[config.mk]
export PLATFORM = sky130hd
export DESIGN_NAME = mesi_line_ctrl
export DESIGN_NICKNAME = d
export VERILOG_FILES = /design/src/rtl/mesi_ctrl_pkg.sv /design/src/rtl/mesi_tag_store.sv /design/src/rtl/mesi_arbiter.sv /design/src/rtl/mesi_txn_engine.sv /design/src/rtl/mesi_line_ctrl.sv
export SDC_FILE = /design/constraint.sdc
export NUM_CORES = 1
export LEC_CHECK = 0
export BUFFER_PORTS_ARGS = -buffer_cell sky130_fd_sc_hd__buf_2
export CORE_MARGIN = 2
export CORE_UTILIZATION = 40
export CTS_BUF_LIST = sky130_fd_sc_hd__clkbuf_2
export DETAILED_ROUTE_END_ITERATION = 10
export GPL_TIMING_DRIVEN = 0
export PLACE_DENSITY_LB_ADDON = 0.15
export SLEW_MARGIN = 5
export SYNTH_ARGS = -nofsm -noshare
export SYNTH_HDL_FRONTEND = slang
export SYNTH_SLANG_ARGS = --single-unit
[constraint.sdc]
create_clock -name clk -period 8.8 [get_ports clk]
set_clock_uncertainty 0.15 [all_clocks]
set_input_delay 1.76 -clock clk [delete_from_list [all_inputs] [get_ports clk]]
set_output_delay 1.76 -clock clk [all_outputs]
set_load 0.01 [all_outputs]
[src/rtl/mesi_ctrl_pkg.sv]
package mesi_ctrl_pkg;

    typedef enum logic [1:0] {
        ST_INV = 2'b00,
        ST_SHR = 2'b01,
        ST_EXC = 2'b10,
        ST_MOD = 2'b11
    } line_state_e;

    typedef enum logic [1:0] {
        BUS_NONE  = 2'b00,
        BUS_FILL  = 2'b01,
        BUS_WTHRU = 2'b10,
        BUS_WBACK = 2'b11
    } bus_op_e;

    // Outcome of a local access on the indexed line
    typedef struct packed {
        line_state_e next;    // value to store when store is set
        logic        store;
        bus_op_e     op;
        line_state_e report;  // state seen by the requester afterwards
    } local_step_t;

    // Outcome of a snooped access on the indexed line
    typedef struct packed {
        line_state_e next;
        logic        store;
        logic        wback;   // dirty hit: delay requester, write line back
    } snoop_step_t;

    function automatic local_step_t local_step(line_state_e cur, logic hit, logic is_wr);
        local_step_t s;
        s.next   = cur;
        s.store  = 1'b0;
        s.op     = BUS_NONE;
        s.report = cur;
        if (!hit) begin
            if (is_wr) begin
                s.op     = BUS_WTHRU;
                s.report = ST_INV;
            end else begin
                s.next   = ST_EXC;
                s.store  = 1'b1;
                s.op     = BUS_FILL;
                s.report = ST_EXC;
            end
        end else if (is_wr) begin
            case (cur)
                ST_EXC: begin
                    s.next  = ST_MOD;
                    s.store = 1'b1;
                end
                ST_SHR: begin
                    s.next  = ST_EXC;
                    s.store = 1'b1;
                    s.op    = BUS_WTHRU;
                end
                default: ;
            endcase
            s.report = s.next;
        end
        return s;
    endfunction

    function automatic snoop_step_t snoop_step(line_state_e cur, logic hit, logic is_inv);
        snoop_step_t s;
        s.next  = cur;
        s.store = 1'b0;
        s.wback = 1'b0;
        if (hit) begin
            s.store = 1'b1;
            if (is_inv) begin
                s.next = ST_INV;
            end else begin
                s.next  = ST_SHR;
                s.wback = (cur == ST_MOD);
            end
        end
        return s;
    endfunction

    function automatic logic victim_dirty(line_state_e cur, logic hit, logic is_wr);
        return !hit && !is_wr && (cur == ST_MOD);
    endfunction

endpackage

[src/rtl/mesi_tag_store.sv]
module mesi_tag_store
    import mesi_ctrl_pkg::*;
#(
    parameter int NUM_LINES = 8,
    parameter int TAG_W     = 9,
    localparam int IDX_W    = $clog2(NUM_LINES)
) (
    input  logic              clk,
    input  logic              rst,
    input  logic [IDX_W-1:0]  rd_idx,
    output line_state_e       rd_state,
    output logic [TAG_W-1:0]  rd_tag,
    input  logic              wr_en,
    input  logic [IDX_W-1:0]  wr_idx,
    input  line_state_e       wr_state,
    input  logic [TAG_W-1:0]  wr_tag
);

    line_state_e      st_vec  [NUM_LINES];
    logic [TAG_W-1:0] tag_vec [NUM_LINES];

    for (genvar g = 0; g < NUM_LINES; g++) begin : g_line
        line_state_e      st_r;
        logic [TAG_W-1:0] tag_r;

        always_ff @(posedge clk) begin
            if (rst) begin
                st_r  <= ST_INV;
                tag_r <= '0;
            end else if (wr_en && (wr_idx == IDX_W'(g))) begin
                st_r  <= wr_state;
                tag_r <= wr_tag;
            end
        end

        assign st_vec[g]  = st_r;
        assign tag_vec[g] = tag_r;
    end

    assign rd_state = st_vec[rd_idx];
    assign rd_tag   = tag_vec[rd_idx];

endmodule

[src/rtl/mesi_arbiter.sv]
module mesi_arbiter (
    input  logic snp_valid,
    input  logic loc_valid,
    input  logic wb_pending,
    output logic take_snoop,
    output logic take_local,
    output logic loc_stall,
    output logic snp_refused
);

    // A pending write-back owns the cycle; otherwise a snoop beats a local request
    assign take_snoop  = snp_valid && !wb_pending;
    assign take_local  = loc_valid && !snp_valid && !wb_pending;
    assign loc_stall   = loc_valid && (snp_valid || wb_pending);
    assign snp_refused = snp_valid && wb_pending;

endmodule

[src/rtl/mesi_txn_engine.sv]
module mesi_txn_engine
    import mesi_ctrl_pkg::*;
#(
    parameter int ADDR_W    = 12,
    parameter int NUM_LINES = 8,
    localparam int IDX_W    = $clog2(NUM_LINES),
    localparam int TAG_W    = ADDR_W - IDX_W
) (
    input  logic              clk,
    input  logic              rst,
    input  logic              take_snoop,
    input  logic              take_local,
    input  logic              snp_refused,
    input  logic              snp_inval,
    input  logic [ADDR_W-1:0] snp_addr,
    input  logic              loc_write,
    input  logic [ADDR_W-1:0] loc_addr,
    output logic              wb_pending,
    output logic [IDX_W-1:0]  look_idx,
    input  line_state_e       rd_state,
    input  logic [TAG_W-1:0]  rd_tag,
    output logic              wr_en,
    output line_state_e       wr_state,
    output logic [TAG_W-1:0]  wr_tag,
    output logic              loc_ack,
    output logic              loc_hit,
    output line_state_e       loc_state,
    output logic              snp_ack,
    output logic              snp_hit,
    output logic              snp_retry,
    output logic              bus_valid,
    output bus_op_e           bus_op,
    output logic [ADDR_W-1:0] bus_addr
);

    typedef struct packed {
        logic              valid;
        bus_op_e           op;
        logic              retry;
        logic [ADDR_W-1:0] addr;
    } pend_t;

    pend_t             pend_q;
    logic [ADDR_W-1:0] look_addr;
    logic [TAG_W-1:0]  look_tag;
    logic              hit;
    local_step_t       lstep;
    snoop_step_t       sstep;
    logic              victim_wb;

    always_comb begin
        look_addr = take_snoop ? snp_addr : loc_addr;
        look_idx  = look_addr[IDX_W-1:0];
        look_tag  = look_addr[ADDR_W-1:IDX_W];
        hit       = (rd_state != ST_INV) && (rd_tag == look_tag);
        lstep     = local_step(rd_state, hit, loc_write);
        sstep     = snoop_step(rd_state, hit, snp_inval);
        victim_wb = victim_dirty(rd_state, hit, loc_write);
        wr_en     = (take_snoop && sstep.store) || (take_local && lstep.store);
        wr_state  = take_snoop ? sstep.next : lstep.next;
        wr_tag    = look_tag;
    end

    assign wb_pending = pend_q.valid;

    always_ff @(posedge clk) begin
        if (rst) begin
            pend_q    <= '0;
            loc_ack   <= 1'b0;
            loc_hit   <= 1'b0;
            loc_state <= ST_INV;
            snp_ack   <= 1'b0;
            snp_hit   <= 1'b0;
            snp_retry <= 1'b0;
            bus_valid <= 1'b0;
            bus_op    <= BUS_NONE;
            bus_addr  <= '0;
        end else begin
            pend_q.valid <= 1'b0;
            loc_ack      <= 1'b0;
            snp_ack      <= 1'b0;
            snp_retry    <= 1'b0;
            bus_valid    <= 1'b0;
            bus_op       <= BUS_NONE;
            if (pend_q.valid) begin
                bus_valid <= 1'b1;
                bus_op    <= pend_q.op;
                bus_addr  <= pend_q.addr;
                snp_retry <= pend_q.retry || snp_refused;
            end else if (take_snoop) begin
                snp_ack <= 1'b1;
                snp_hit <= hit;
                if (sstep.wback) begin
                    snp_retry <= 1'b1;
                    pend_q    <= '{valid: 1'b1, op: BUS_WBACK, retry: 1'b1, addr: snp_addr};
                end
            end else if (take_local) begin
                loc_ack   <= 1'b1;
                loc_hit   <= hit;
                loc_state <= lstep.report;
                if (victim_wb) begin
                    bus_valid <= 1'b1;
                    bus_op    <= BUS_WBACK;
                    bus_addr  <= {rd_tag, look_idx};
                    pend_q    <= '{valid: 1'b1, op: BUS_FILL, retry: 1'b0, addr: loc_addr};
                end else if (lstep.op != BUS_NONE) begin
                    bus_valid <= 1'b1;
                    bus_op    <= lstep.op;
                    bus_addr  <= loc_addr;
                end
            end
        end
    end

endmodule

[src/rtl/mesi_line_ctrl.sv]
module mesi_line_ctrl
    import mesi_ctrl_pkg::*;
#(
    parameter int ADDR_W    = 12,
    parameter int NUM_LINES = 8
) (
    input  logic              clk,
    input  logic              rst,
    input  logic              loc_valid,
    input  logic              loc_write,
    input  logic [ADDR_W-1:0] loc_addr,
    output logic              loc_stall,
    output logic              loc_ack,
    output logic              loc_hit,
    output logic [1:0]        loc_state,
    input  logic              snp_valid,
    input  logic              snp_inval,
    input  logic [ADDR_W-1:0] snp_addr,
    output logic              snp_ack,
    output logic              snp_hit,
    output logic              snp_retry,
    output logic              bus_valid,
    output logic [1:0]        bus_op,
    output logic [ADDR_W-1:0] bus_addr
);

    localparam int IDX_W = $clog2(NUM_LINES);
    localparam int TAG_W = ADDR_W - IDX_W;

    logic             take_snoop, take_local, snp_refused, wb_pending;
    logic [IDX_W-1:0] look_idx;
    line_state_e      rd_state, wr_state, loc_state_e;
    logic [TAG_W-1:0] rd_tag, wr_tag;
    logic             wr_en;
    bus_op_e          bus_op_e_q;

    mesi_arbiter u_arb (
        .snp_valid  (snp_valid),
        .loc_valid  (loc_valid),
        .wb_pending (wb_pending),
        .take_snoop (take_snoop),
        .take_local (take_local),
        .loc_stall  (loc_stall),
        .snp_refused(snp_refused)
    );

    mesi_tag_store #(.NUM_LINES(NUM_LINES), .TAG_W(TAG_W)) u_store (
        .clk     (clk),
        .rst     (rst),
        .rd_idx  (look_idx),
        .rd_state(rd_state),
        .rd_tag  (rd_tag),
        .wr_en   (wr_en),
        .wr_idx  (look_idx),
        .wr_state(wr_state),
        .wr_tag  (wr_tag)
    );

    mesi_txn_engine #(.ADDR_W(ADDR_W), .NUM_LINES(NUM_LINES)) u_eng (
        .clk        (clk),
        .rst        (rst),
        .take_snoop (take_snoop),
        .take_local (take_local),
        .snp_refused(snp_refused),
        .snp_inval  (snp_inval),
        .snp_addr   (snp_addr),
        .loc_write  (loc_write),
        .loc_addr   (loc_addr),
        .wb_pending (wb_pending),
        .look_idx   (look_idx),
        .rd_state   (rd_state),
        .rd_tag     (rd_tag),
        .wr_en      (wr_en),
        .wr_state   (wr_state),
        .wr_tag     (wr_tag),
        .loc_ack    (loc_ack),
        .loc_hit    (loc_hit),
        .loc_state  (loc_state_e),
        .snp_ack    (snp_ack),
        .snp_hit    (snp_hit),
        .snp_retry  (snp_retry),
        .bus_valid  (bus_valid),
        .bus_op     (bus_op_e_q),
        .bus_addr   (bus_addr)
    );

    assign loc_state = loc_state_e;
    assign bus_op    = bus_op_e_q;

endmodule

# Yosys cells after proc, flatten, opt, wreduce, memory -nomap -nowiden
# Cells that the tools add are included.
# word_totals
in_bits,30
register_bits,126
out_inout_bits,23
word_cells,125
# classes
eq_ne,13
mux,41
bitwise,3
reduce_logical,38
n_lt_le_gt_ge,1
# ops
operator,count
$mux W12,6
$mux W16,4
$bmux W9 S3,1
$logic_and A1 B1 Y1,18
$mux W2,9
$mux W9,2
$mux W7,2
$eq A3 B3 Y1 const B,4
$mux W1,12
$reduce_bool A2 Y1,5
$eq A9 B9 Y1,1
$mux W4,2
$bmux W2 S3,1
$eq A3 B2 Y1 const B,2
$pmux W3 S2,1
$reduce_and A3 Y1,2
$eq A2 B2 Y1 const B,2
$ge A4 B4 Y1 const B,1
$logic_not A1 Y1,4
$ne A2 B2 Y1 const B,2
$not A3 Y4,1
$reduce_and A4 Y1,1
$eq A3 B1 Y1 const B,1
$logic_not A3 Y1,1
other kinds (8),11

# Logic depth before layout (Yosys ltp)
# Gate-level depths: netlist of the first run.
# logic_depth
word_depth,17
ltp_mapped,18
depth_no_buf,13

# Modules after synthesis
# From an unflattened synthesis of the first run, not the netlist that was laid out.
# unflattened
hier_cells,722
hier_area_um2,6344.8
# modules_own_cells
module,area_per_inst_um2,seq_area_each_um2,cells_per_inst,instances
mesi_tag_store,3972.6,1761.7,447,1
mesi_txn_engine,2339.7,740.7,271,1
mesi_arbiter,32.5,0.0,4,1

# Least setup slack after synthesis of the first run
# OpenSTA, ideal clock, no wires.
# synth_timing
path_type,input -> register
start,input snp_valid
end,register u_store.g_line[7].tag_r[8]
path_buffers,6
path_stages,16
t_required_ns,8.507
setup_slack_ns,3.853
setup_ns,0.143
arrival_time_ns,4.654
cell_sequence,nand2b_4 buf_6 a21o_1 buf_2 clkbuf_1 clkbuf_1 nor3_1 nor2_1 ha_1 a21o_1 nor4b_4 nand3_4 buf_6 a21oi_2 buf_2 a221oi_1
# synth_between
elab_chain_cells,13
word_cells_on_any_way,26
cone_classes,eq/ne (4); mux (11); bitwise (1); reduce/logical (10)
# synth_rtl
element,line_no,rtl
start: declaration,mesi_line_ctrl.sv:16,"input logic snp_valid,"
$logic_and A1 B1 Y1,mesi_arbiter.sv:12,assign take_snoop = snp_valid && !wb_pending;
$mux W12,mesi_txn_engine.sv:52,look_addr = take_snoop ? snp_addr : loc_addr;
$not A3 Y4 (not written as such),"mesi_tag_store.sv:40, mesi_tag_store.sv:41",
$bmux W2 S3,mesi_tag_store.sv:40,assign rd_state = st_vec[rd_idx];
$mux W2 (not written as such) (2 in series),mesi_tag_store.sv:40,
$eq A2 B1 Y1 or $eq A2 B2 Y1 (tied branches),mesi_ctrl_pkg.sv:49,case (cur)
$pmux W3 S2,mesi_ctrl_pkg.sv:49,
$mux W7,mesi_ctrl_pkg.sv:48,end else if (is_wr) begin
$mux W7,mesi_ctrl_pkg.sv:38,if (!hit) begin
$logic_and A1 B1 Y1,mesi_txn_engine.sv:59,wr_en = (take_snoop && sstep.store) || (take_local && lstep.store);
$logic_or A1 B1 Y1,mesi_txn_engine.sv:59,
$logic_and A1 B1 Y1,mesi_tag_store.sv:30,end else if (wr_en && (wr_idx == IDX_W'(g))) begin
end signal: assignment,mesi_tag_store.sv:32,tag_r <= wr_tag;
end: declaration,mesi_tag_store.sv:24,logic [TAG_W-1:0] tag_r;
# Parallel ways exist; a longest one is shown, timed or not. The select of a mux whose other input is x is not followed.
# A chain may end at the register's enable or synchronous reset.

# Worst setup path in the final report of the first run
# layout_timing
start,input snp_valid
end,register u_store.g_line[7].tag_r[1]
# Same word-level chain as after synthesis.

==> qor.txt, run 1 <==
Footprint of the multi-input gates = 0.00321 mm²
Critical Path Slowest Stage Cell = clkbuf_1
Cts repair resizes = 0
Synth Instances = 723
Post-CTS Hold Fix Bufs = 0
Vias/cell = 6.12
DP HPWL = 16.3 mm
Die Span X = 131 µm
Peak VDD IR = 0.0716 mV
RSZ-0062 raised after global routing = false
Rows = 46
Met1 Use GR = 0.329
Actual slew at the worst max-slew pin = 1.02 ns
Mapped Nets = 756
Async SR Flop Fraction = 0
Setup tns final = 0 ns
GRT Max-Usage Layer = met2
Final Critical Period = 5.94 ns
Worst hold start = u_eng.loc_state[1]
Endpoints failing hold = 0
CP Launch Type = primary input
Finished Layout Cells = 1019
Critical path peak fanout = 10
Slew headroom = 0.318
CP Data Required Time = 9.28 ns
Vias = 6233
Crit path max-delay family = buffers and inverters
Final setup vio count = 0
Post-CTS setup buffer count = 0
Die height = 131 µm
EDFF count, synth = 0
Avg Cell Area, Syn = 8.86 µm²
Gp weighted congestion = 0.907
Layout cell share with drive strength beyond 1 = 0.188
Routing usage on met3 = 0.0566
Unique masters post-synth = 68
I/O Pins = 53
Core Footprint = 0.0158 mm²
All-Layer GR Usage = 0.263
GRT met2 Usage = 0.435
Kind of capture point of the worst setup path = flop
Pwr dens = 156 mW/mm²
Syn-to-layout area delta = 11.1%
Vias in the first global route = 6015
Most area-consuming cells after synthesis = dfxtp_1, a221oi_1, inv_1, a221oi_2, nand2_1
Yosys reg bits = 125
Clock latency on the worst-skew pair = 0.76 ns
Total Wirelength = 22.3 mm
GR Overflow Total = 0
ANT nets after route = 0
Min-delay worst type = reg -> reg
Critical Path Most Common Cell = buf_2
Fillers = 1596
Input/output buffers = 48
NumNets Final = 823
Yosys warns = 0
Slowest stage delay, CP = 0.61 ns
Sequential area share after synthesis = 0.391
Cell Chain, Critical Path = buf_2, and3b_1, a21o_1, buf_2, clkbuf_1, clkbuf_1, nor3_1, nor2_1, inv_1, ha_1, nand3b_1, nand2_1, nand3_4, buf_6, a21oi_2, buf_2, a221oi_1
Max Cap Viol = 0
CP Class = in -> reg
Initial antenna violation count = 1
Clk pin slew, worst setup/hold paths = 0.19 ns
TritonRoute pass-1 iters = 7
Most common cell after layout, fill and taps aside = dfxtp_1
Maximum number of pins on one net before global-route repair = 17
Die ar. = 0.0170 mm²
TritonCTS Buffers = 17
Longest Clk Path Bufs = 2
P_leak = 2.48 nW
Start of the worst register-to-register path = u_eng.wb_pending
Fmax achieved = 0.168 GHz
DRC viols = 0
Outcome = complete, no violations
Clock Sinks = 125
Final Slew Violations = 0
Most frequent cells in the layout = dfxtp_1, inv_1, buf_2
Clock Tree Root = clkbuf_2
First-pass GRT wire length = 33.7 mm
FF/Latch Area = 0.00250 mm²
CTS H-tree lvls = 4
Dpl cells = 987
Critical Path Start = snp_valid
Drt initial violations = 778
Worst EP arrival = 6.41 ns
Yosys top cell area share = 0.391
Post-synthesis cell type with the largest combined area = dfxtp_1
CTS tree = built
Syn Std Cell Area = 0.00641 mm²
Bufs and invs on worst path = 7
Initial Util = 0.406
Wire per inst = 21.9 µm
Crit share post-route = 0.675
Top_reg_cell synth = dfxtp_1
## cell families (layout without fill, tap and decap cells)
| group | after synthesis | in the layout | synth area share |
|---|---|---|---|
| other | 0 | 1 | 0 |
| muxes | 18 | 18 | 0.0312 |
| and+or+nand+nor | 181 | 181 | 0.149 |
| AOI/OAI and AO/OA | 239 | 239 | 0.310 |
| adders and majority gates | 3 | 3 | 0.00586 |
| buffers and inverters | 153 | 232 | 0.108 |
| DFF | 125 | 125 | 0.391 |
| xor gates and xnor gates | 4 | 4 | 0.00547 |
## through the flow
stage,hold WS (ns),total power [mW],worst slack (ns),cell area (µm²),util
floorplan,0.282,0.720,3.85,6410,-
global placement,0.291,0.785,2.22,6920,0.439
detailed placement,0.295,0.788,2.20,6920,0.439
CTS,0.316,1.11,3.00,7110,0.451
global route,0.343,1.15,2.68,7110,0.451
finish,0.317,1.11,2.86,7110,0.451
## area by class of cell
type,instances,area share
Multi-Input combinational cell,445,0.452
Sequential cell,125,0.352
Inverter,97,0.0512
Buffer,56,0.0457
Tap cell,216,0.0380
Timing Repair Buffer,48,0.0338
Clock inverter,12,0.0141
Clock buffer,19,0.0134
Antenna cell,1,0.000352
## cells in the mapped netlist (10+ instances only)
cell and instances:
inv_1 97, buf_6 11, nor2_1 40, dfxtp_1 125
mux2i_1 11, o21ai_0 16, a221oi_1 59, a21oi_1 15
nand3_1 13, a21o_1 10, nand2_1 59, a221oi_2 16
o221ai_1 11, o2bb2ai_1 16, o22ai_1 28, buf_2 14
clkbuf_1 26, nor2b_1 19
## path summary, 6_finish.rpt
kind / to / slack [ns] / cells past startpoint
worst max register to register: u_store.g_line[7].tag_r[1] / 3.54 / 18
worst max-delay path: u_store.g_line[7].tag_r[1] / 2.86 / 17
worst min-delay path: u_eng.loc_state[1] / 0.32 / 2
worst min register to register: u_eng.loc_state[1] / 0.32 / 2
## tightest hold or removal path, delay by kind of cell (launching register included)
kind / cells / cell delay (ns)
simple gates: 1 / 0.05
flops: 1 / 0.35
compound gates: 1 / 0.05
## registers in the layout, indices dropped and copies added (netlist names)
signal                count
u_eng.loc_hit             1
u_eng.loc_state           2
u_eng.snp_retry           1
u_eng.bus_op              2
u_store.g_line.st_r      16
u_eng.pend_q             14
u_eng.bus_valid           1
u_eng.bus_addr           12
u_eng.wb_pending          1
u_eng.snp_ack             1
u_eng.snp_hit             1
u_eng.loc_ack             1
u_store.g_line.tag_r     72
## per-layer routing
layer,vias up,share of wire
met4,0,0.033
met2,359,0.47
met5,-,0
met3,65,0.085
met1,2998,0.41
li1,2811,-
## power by group
part | internal, mW | switching (mW) | total, mW
clock | 0.0993 | 0.228 | 0.327
sequential | 0.577 | 0.00469 | 0.582
combinational | 0.0629 | 0.137 | 0.200
total | 0.739 | 0.370 | 1.11
Note: power is estimated with default switching activity, not from simulation.
==> run 2, diff against run 1 <==
clock period = 5.4 ns   (was 8.8 ns; I/O delays follow)
==> qor.txt, run 2 (synthesis gave the netlist of run 1 again) <==
Cell Chain, Critical Path = buf_2, and3b_1, a21o_1, buf_2, clkbuf_1, clkbuf_2, nor3_1, nor2_1, inv_1, ha_1, nand3b_1, nand2_1, nand3_4, buf_6, a21oi_2, buf_2, a221oi_1
WHS Path Cells = 2
R2R depth = 18
Vias = 6199
Finished Core Util = 0.451
Die Span X = 131 µm
Rows = 46
Core Footprint = 0.0158 mm²
CTS H-tree lvls = 4
Peak VDD IR = 0.117 mV
P_leak = 2.48 nW
R2R setup slack = 0.36 ns
Gp weighted congestion = 0.907
FF/Latch Area = 0.00250 mm²
Drt initial violations = 715
Most flops, register = u_store.g_line.tag_r
CTS tree = built
TritonRoute pass-1 iters = 7
Most frequent cells in the layout = dfxtp_1, inv_1, buf_2
I/O Pins = 53
Kind of capture point of the worst setup path = flop
Final Critical Period = 5.06 ns
Max Cap Viol = 0
Final setup vio count = 0
Critical path peak fanout = 10
DP HPWL = 16.3 mm
Final worst setup slack = 0.344 ns
Die height = 131 µm
GR Overflow Total = 0
Slew headroom = 0.321
Final Slew Violations = 0
All-Layer GR Usage = 0.264
Clk pin slew, worst setup/hold paths = 0.19 ns
CP Data Required Time = 5.87 ns
Outcome = complete, no violations
Largest regs = u_store.g_line.tag_r (72), u_store.g_line.st_r (16), u_eng.pend_q (14)
Total Wirelength = 22.3 mm
Clock Sinks = 125
Crit share post-route = 0.936
DRC viols = 0
Wire per inst = 21.9 µm
Initial antenna violation count = 1
Initial Util = 0.406
Vias/cell = 6.08
Maximum number of pins on one net before global-route repair = 17
ANT nets after route = 0
Worst hold start = u_eng.loc_state[1]
CP Class = in -> reg
Fillers = 1596
NumNets Final = 823
Crit path max-delay family = buffers and inverters
Start of the worst register-to-register path = u_eng.wb_pending
Clock Tree Root = clkbuf_2
Critical R2R Capture = u_store.g_line[7].tag_r[1]
Post-CTS Hold Fix Bufs = 0
Worst EP arrival = 5.53 ns
Hold Path End = u_eng.loc_state[1]
First-pass GRT wire length = 33.7 mm
Fmax achieved = 0.198 GHz
Critical Path Slowest Stage Cell = a21oi_2
Post-Place Worst Slack = -0.517 ns
RSZ-0062 raised after global routing = false
Input/output buffers = 48
Bufs and invs on worst path = 7
Endpoints failing hold = 0
CP Launch Type = primary input
Footprint of the multi-input gates = 0.00321 mm²
Die ar. = 0.0170 mm²
Number of flip-flops in the largest register = 72
Clock latency on the worst-skew pair = 0.76 ns
Post-CTS setup buffer count = 0
Slowest stage delay, CP = 0.50 ns
CP Depth = 17
Longest Clk Path Bufs = 2
Total power = 1.81 mW
Layout cell share with drive strength beyond 1 = 0.190
Critical Path Most Common Cell = buf_2
TritonCTS Buffers = 17
Pwr dens = 254 mW/mm²
Vias in the first global route = 6014
Most common cell after layout, fill and taps aside = dfxtp_1
Min-delay worst type = reg -> reg
Cts repair resizes = 0
Actual slew at the worst max-slew pin = 1.01 ns
Syn-to-layout area delta = 11.1%
run 2: cell counts in the layout (fill, tap and decap cells not counted):
Identical to the previous run, type by type.
run 2: cell type report:
class,instances,share of cell area
antenna,1,0.000352
buffer,56,0.0459
clock buffer,19,0.0134
clock inverter,12,0.0141
inverter,97,0.0512
multi-input combinational,445,0.452
sequential,125,0.352
tap,216,0.0380
timing repair buffer,48,0.0338
run 2: layer usage:
| layer | share of wire | wire (µm) | GRT usage | up-vias |
|---|---|---|---|---|
| li1 | - | - | - | 2806 |
| met2 | 0.47 | 10400 | 0.436 | 347 |
| met1 | 0.41 | 9150 | 0.329 | 2987 |
| met3 | 0.087 | 1950 | 0.0558 | 59 |
| met5 | 0 | 0 | 0 | - |
| met4 | 0.035 | 782 | 0.124 | 0 |
run 2: report_power, final:
part / internal [mW] / switching, mW / total, mW
combinational: 0.103 / 0.225 / 0.327
sequential: 0.940 / 0.00767 / 0.948
clock: 0.162 / 0.369 / 0.531
total: 1.20 / 0.602 / 1.81
run 2: worst register-to-register path, cell delays in order, from the launching register on:
cell,delay (ns)
dfxtp_1,0.36
buf_6,0.14
nand2b_4,0.13
buf_6,0.15
a21o_1,0.29
buf_2,0.31
clkbuf_1,0.48
clkbuf_2,0.43
nor3_1,0.11
nor2_1,0.22
inv_1,0.13
ha_1,0.32
nand3b_1,0.19
nand2_1,0.15
nand3_4,0.12
buf_6,0.20
a21oi_2,0.50
buf_2,0.41
a221oi_1,0.14
run 2: worst max path at each step:
stage / from / endpoint / slack (ns)
2_1_floorplan: snp_valid / u_store.g_line[7].tag_r[8] / 1.13
3_3_place_gp: snp_valid / u_store.g_line[3].tag_r[7] / -0.50
3_5_place_dp: snp_valid / u_store.g_line[7].tag_r[1] / -0.52
4_1_cts: u_eng.wb_pending / u_store.g_line[7].tag_r[1] / 0.25
5_1_grt: u_eng.wb_pending / u_store.g_line[7].tag_r[1] / 0.13
6_report: snp_valid / u_store.g_line[7].tag_r[1] / 0.34
run 2: through the flow:
stage | hold slack [ns] | cells | instance area [µm²] | TNS (ns)
6_report | 0.318 | 1019 | 7120 | 0
5_1_grt | 0.343 | 1019 | 7120 | 0
4_1_cts | 0.316 | 1018 | 7110 | 0
3_5_place_dp | 0.295 | 987 | 6920 | -16.48
3_3_place_gp | 0.291 | 987 | 6920 | -16.38
2_1_floorplan | 0.282 | 723 | 6410 | 0
